==> config.mk <==
export PLATFORM = sky130hd
export DESIGN_NAME = sleep_wake_ctrl
export DESIGN_NICKNAME = d
export VERILOG_FILES = /design/src/rtl/sw_pkg.sv /design/src/rtl/sw_wake_detect.sv /design/src/rtl/sw_ost_timer.sv /design/src/rtl/sw_status_bits.sv /design/src/rtl/sleep_wake_ctrl.sv
export SDC_FILE = /design/constraint.sdc
export NUM_CORES = 1
export LEC_CHECK = 0
export BUFFER_PORTS_ARGS = -buffer_cell sky130_fd_sc_hd__buf_2
export CAP_MARGIN = 5
export CORE_ASPECT_RATIO = 1.5
export CORE_MARGIN = 1
export CORE_UTILIZATION = 54
export DETAILED_ROUTE_END_ITERATION = 8
export PLACE_DENSITY = 0.83
export RECOVER_POWER = 25
export SETUP_SLACK_MARGIN = 0.05
export SYNTH_ARGS = -nofsm -noshare
export SYNTH_HDL_FRONTEND = slang
export SYNTH_SLANG_ARGS = --single-unit
==> constraint.sdc <==
create_clock -name clk -period 3.72 [get_ports clk]
set_clock_uncertainty 0.2 [all_clocks]
set_input_delay 0.372 -clock clk [delete_from_list [all_inputs] [get_ports clk]]
set_output_delay 0.372 -clock clk [all_outputs]
set_load 0.005 [all_outputs]
==> src/rtl/sw_pkg.sv <==
package sw_pkg;
  typedef enum logic [1:0] {
    ST_RUN   = 2'd0,
    ST_SLEEP = 2'd1,
    ST_HOLD  = 2'd2
  } sw_state_e;

  typedef enum logic [1:0] {
    OSC_RC = 2'd0,
    OSC_XT = 2'd1,
    OSC_LF = 2'd2,
    OSC_EC = 2'd3
  } osc_mode_e;

  // Crystal-type settings need the start-up hold before clocks resume.
  function automatic logic needs_hold(input logic [1:0] mode);
    return (mode == OSC_XT) || (mode == OSC_LF);
  endfunction
endpackage

==> src/rtl/sw_wake_detect.sv <==
module sw_wake_detect #(
  parameter int N_IRQ = 8
) (
  input  logic [N_IRQ-1:0] irq_en,
  input  logic [N_IRQ-1:0] irq_flag,
  input  logic             por_evt,
  input  logic             bor_evt,
  input  logic             ext_rst_evt,
  input  logic             wdt_timeout,
  output logic             irq_pending,
  output logic             rst_event
);
  logic [N_IRQ-1:0] armed;

  genvar gi;
  generate
    for (gi = 0; gi < N_IRQ; gi++) begin : g_src
      assign armed[gi] = irq_en[gi] & irq_flag[gi];
    end
  endgenerate

  assign irq_pending = |armed;
  assign rst_event   = por_evt | bor_evt | ext_rst_evt | wdt_timeout;
endmodule

==> src/rtl/sw_ost_timer.sv <==
module sw_ost_timer #(
  parameter int OST_CYCLES = 1024
) (
  input  logic clk,
  input  logic rst_n,
  input  logic start,
  input  logic run,
  output logic done
);
  localparam int CNT_W = $clog2(OST_CYCLES) + 1;
  localparam logic [CNT_W-1:0] LAST = CNT_W'(OST_CYCLES - 1);

  logic [CNT_W-1:0] cnt;

  always_ff @(posedge clk or negedge rst_n) begin
    if (!rst_n)     cnt <= '0;
    else if (start) cnt <= '0;
    else if (run)   cnt <= (cnt == LAST) ? '0 : cnt + 1'b1;
  end

  assign done = run && (cnt == LAST);

  // the hold counter never runs past the configured interval
  assert_cnt_bound_R7: assert property (@(posedge clk) disable iff (!rst_n)
    run |-> (cnt <= LAST));
endmodule

==> src/rtl/sw_status_bits.sv <==
module sw_status_bits (
  input  logic clk,
  input  logic rst_n,
  input  logic por_evt,
  input  logic wdt_timeout,
  input  logic sleep_enter,
  output logic status_to,
  output logic status_pd
);
  always_ff @(posedge clk or negedge rst_n) begin
    if (!rst_n) begin
      status_to <= 1'b1;
      status_pd <= 1'b1;
    end else if (por_evt) begin
      status_to <= 1'b1;
      status_pd <= 1'b1;
    end else if (wdt_timeout) begin
      status_to <= 1'b0;
    end else if (sleep_enter) begin
      status_to <= 1'b1;
      status_pd <= 1'b0;
    end
  end

  assert_por_sets_R9: assert property (@(posedge clk) disable iff (!rst_n)
    por_evt |=> (status_to && status_pd));
  assert_wdt_clears_to_R9: assert property (@(posedge clk) disable iff (!rst_n)
    (wdt_timeout && !por_evt) |=> !status_to);
endmodule

==> src/rtl/sleep_wake_ctrl.sv <==
module sleep_wake_ctrl #(
  parameter int N_IRQ      = 8,
  parameter int OST_CYCLES = 1024
) (
  input  logic             clk,
  input  logic             rst_n,
  input  logic             sleep_req,
  input  logic [1:0]       osc_mode,
  input  logic             glb_irq_mask,
  input  logic [N_IRQ-1:0] irq_en,
  input  logic [N_IRQ-1:0] irq_flag,
  input  logic             por_evt,
  input  logic             bor_evt,
  input  logic             ext_rst_evt,
  input  logic             wdt_timeout,
  output logic             core_clk_en,
  output logic             wake_pulse,
  output logic             take_irq,
  output logic             dev_reset_req,
  output logic             wdt_clear,
  output logic             status_to,
  output logic             status_pd
);
  import sw_pkg::*;

  sw_state_e state;
  logic irq_pending, rst_event;
  logic sleep_enter, wake_now, hold_next, ost_done;
  logic vector_q;

  sw_wake_detect #(.N_IRQ(N_IRQ)) u_detect (
    .irq_en      (irq_en),
    .irq_flag    (irq_flag),
    .por_evt     (por_evt),
    .bor_evt     (bor_evt),
    .ext_rst_evt (ext_rst_evt),
    .wdt_timeout (wdt_timeout),
    .irq_pending (irq_pending),
    .rst_event   (rst_event)
  );

  assign sleep_enter = (state == ST_RUN) && sleep_req && !rst_event;
  assign wake_now    = (state == ST_SLEEP) && (irq_pending || rst_event);
  assign hold_next   = needs_hold(osc_mode);

  sw_ost_timer #(.OST_CYCLES(OST_CYCLES)) u_ost (
    .clk   (clk),
    .rst_n (rst_n),
    .start (wake_now && hold_next),
    .run   (state == ST_HOLD),
    .done  (ost_done)
  );

  sw_status_bits u_status (
    .clk         (clk),
    .rst_n       (rst_n),
    .por_evt     (por_evt),
    .wdt_timeout (wdt_timeout),
    .sleep_enter (sleep_enter),
    .status_to   (status_to),
    .status_pd   (status_pd)
  );

  always_ff @(posedge clk or negedge rst_n) begin
    if (!rst_n) begin
      state         <= ST_RUN;
      vector_q      <= 1'b0;
      wake_pulse    <= 1'b0;
      take_irq      <= 1'b0;
      dev_reset_req <= 1'b0;
      wdt_clear     <= 1'b0;
    end else begin
      wake_pulse    <= 1'b0;
      take_irq      <= 1'b0;
      dev_reset_req <= rst_event;
      wdt_clear     <= sleep_enter || wake_now;
      unique case (state)
        ST_RUN: begin
          if (sleep_enter) state <= ST_SLEEP;
        end
        ST_SLEEP: begin
          if (wake_now) begin
            if (hold_next) begin
              state    <= ST_HOLD;
              vector_q <= !rst_event && !glb_irq_mask;
            end else begin
              state      <= ST_RUN;
              wake_pulse <= 1'b1;
              take_irq   <= !rst_event && !glb_irq_mask;
            end
          end
        end
        ST_HOLD: begin
          if (rst_event) vector_q <= 1'b0;
          if (ost_done) begin
            state      <= ST_RUN;
            wake_pulse <= 1'b1;
            take_irq   <= vector_q && !rst_event;
          end
        end
        default: state <= ST_RUN;
      endcase
    end
  end

  assign core_clk_en = (state == ST_RUN);

  assert_sleep_entry_R2: assert property (@(posedge clk) disable iff (!rst_n)
    sleep_enter |=> (!core_clk_en && !status_pd && status_to && wdt_clear));
  assert_ignored_sleep_R10: assert property (@(posedge clk) disable iff (!rst_n)
    (state == ST_HOLD && sleep_req) |=> !wdt_clear);
  assert_vector_with_pulse_R5: assert property (@(posedge clk) disable iff (!rst_n)
    take_irq |-> wake_pulse);
  assert_reset_no_vector_R9: assert property (@(posedge clk) disable iff (!rst_n)
    dev_reset_req |-> !take_irq);
  assert_wake_on_resume_R11: assert property (@(posedge clk) disable iff (!rst_n)
    $rose(core_clk_en) |-> wake_pulse);
  assert_pulse_single_R11: assert property (@(posedge clk) disable iff (!rst_n)
    wake_pulse |=> !wake_pulse);
  assert_wake_clears_wdt_R6: assert property (@(posedge clk) disable iff (!rst_n)
    wake_now |=> wdt_clear);
endmodule

==> metrics.txt <==
status finished clean; initial antenna violation count 0; clk_lat worst skew 300 ps; Total GRT Usage 27.0%; most frequent cells in the layout buf_2, dfrtp_1, nand3_1, nand2_1, nor2_1; via count 1038; crit path max fanout 6; first-pass GRT wire length 4.35 mm; FP Rows 20; Num CTS Buffers 3; Core ar. 0.00200 mm²; Max VDD drop 0.326 mV; fin crit share 59.2%; Final ANT Viol Nets 0; worst slew pin tran 1060 ps; I/O pins 33; register area share after synthesis 44.2%; Yosys cell types 38; commonest non-fill, non-tap cell in the layout buf_2; startpoint types primary input; Fill cells 168; 1st-pass router iterations 4; die area 0.00230 mm²; top cell type by total area after synthesis dfrtp_1; Synth top area share 39.6%; Synth Area per Inst 9.98 µm²; CTS Root Buffer Type clkbuf_4; Net Count, Synth 144; Starting Density 56.8%; Finished Layout Cells 171; Mapped Area 0.00114 mm²; Fmax 454 MHz; CTS H-tree lvls 1; fraction of layout cells with a size suffix above 1 31.5%; Die Span X 39.5 µm; Max-cap violations 0; CP arrival 2200 ps; DPL Wire Length 2.04 mm; largest net degree at the start of global routing 21; Register Area 503 µm²; Max Transition Viols Final 0; CTS tree done; gp weighted congestion 0.760; Setup Fix Bufs, Post-CTS 0; DRC 0; final setup violating endpoints 0; die height 58.2 µm; Sink Count 20; Slew Limit Headroom 29.1%; Vias/cell 6.07; vias in the first global route 1120; Yosys reg bits 20; multi-input combinational cell area 589 µm²; YS warnings 0; Tmin final 2200 ps; Crit Path Category primary input to flip-flop; clk slew on worst S/H paths 120 ps; Area contributors post-synth dfrtp_1, dfstp_2, ha_1; initial drt markers 23; Fin. Hold Viols 0; worst hold-check path type primary input to flip-flop; routed length per placed instance 14.6 µm; cells after synthesis 114; Final nets 180; clock buffer depth 2; setup TNS 0 ps; final wirelength 2.49 mm; IO buf count 32; Worst Path Required 3720 ps; Worst setup EP type flip-flop; Area Growth Syn to Fin 18.5%; P_leak 0.641 nW; n_diodes 0; WHS 85.5 ps; Post-Place Cells 166; RSZ-0062 raised after global routing false; GR Overflow Total 0; power density over the cells 478 mW/mm²
[what timing repair did]
item | CTS | global route
endpoints found under the hold margin | 18 | 0
gates resized for setup | 0 | 0
hold buffers | 1 | 0
[flip-flops by register name, summed over array words and instances (netlist names)]
register and count:
u_status.status_to 1, vector_q 1, dev_reset_req 1, take_irq 1
u_ost.cnt 11, state 2, wake_pulse 1, wdt_clear 1
u_status.status_pd 1
[routing by layer]
| metal | up-vias | track usage (%) | share of wire [%] |
|---|---|---|---|
| met5 | - | 0 | 0 |
| met4 | 0 | 11.8 | 2.7 |
| met3 | 8 | 6.51 | 4.5 |
| met2 | 45 | 48.7 | 55 |
| met1 | 491 | 27.3 | 38 |
| li1 | 494 | - | - |
[metrics by stage]
stage                     power (W)  setup slack [ps]  util, %  instance area [µm²]
final                      0.000644              1520     67.3                 1350
after global routing       0.000691              1300     67.3                 1350
after CTS                  0.000647              1720     68.1                 1360
after detailed placement   0.000523              1640     65.8                 1320
after global placement     0.000510              1740     65.8                 1320
after floorplan            0.000453              1930        -                 1140
[cells by family after synthesis]
kind of cell | share of synthesized area, %
buffers and inverters | 2.64
muxes | 2.97
xor gates and xnor gates | 3.85
adders and majority gates | 4.40
DFF | 44.2
and+or+nand+nor | 24.2
AOI/OAI and AO/OA | 17.7
[worst paths after layout]
check | start | endpoint | slack, ps | depth (start not counted)
max in group asynchronous | rst_n | u_ost.cnt[8] | 2110 | 2
min | por_evt | u_status.status_pd | 90 | 2
max | por_evt | state[1] | 1520 | 5
min reg2reg | vector_q | vector_q | 320 | 1
max reg2reg | state[0] | state[1] | 1700 | 5
min in group asynchronous | rst_n | u_ost.cnt[3] | 570 | 2
[synthesized netlist by cell type]
| library cell | instances |
|---|---|
| o211a_1 | 1 |
| and3_2 | 1 |
| and3_1 | 3 |
| nand3_1 | 10 |
| a31oi_1 | 2 |
| a21oi_1 | 4 |
| nor3b_1 | 1 |
| o32ai_1 | 1 |
| or2_2 | 1 |
| o211ai_1 | 4 |
| o2bb2ai_1 | 2 |
| o31ai_1 | 1 |
| dfrtp_1 | 18 |
| or4_4 | 1 |
| clkbuf_1 | 2 |
| or3_1 | 3 |
| nor4_4 | 1 |
| or2b_1 | 1 |
| nand2b_1 | 1 |
| a21o_1 | 2 |
| ha_1 | 4 |
| and2_1 | 1 |
| dfstp_2 | 2 |
| o221a_2 | 1 |
| nor2_1 | 7 |
| o41ai_2 | 1 |
| nor3_1 | 2 |
| mux2_2 | 3 |
| xnor2_1 | 1 |
| o21ai_0 | 3 |
| inv_1 | 6 |
| nand2_1 | 9 |
| o21a_1 | 1 |
| a22oi_1 | 4 |
| nor4_1 | 1 |
| nand3_2 | 2 |
| xor2_1 | 4 |
| and4_1 | 2 |
[power by group]
group	switching [W]	total, W	internal (W)
Clock	0.0000660	0.000126	0.0000597
Combinational	0.000110	0.000211	0.000100
Sequential	0.0000456	0.000308	0.000262
Total	0.000222	0.000644	0.000422
[final cells by class]
class / instances / share of cell area, %
sequential: 20 / 37.3
multi-input combinational: 86 / 43.7
timing repair buffer: 33 / 12.5
tap: 22 / 2.04
inverter: 6 / 1.67
clock buffer: 4 / 2.69
[worst max-delay path, stage by stage]
cell      delay (ps)
buf_2            110
nor4_1           730
nand3_1          350
o211ai_1         280
mux2_2           360
Power figures use the tool's default switching activity.
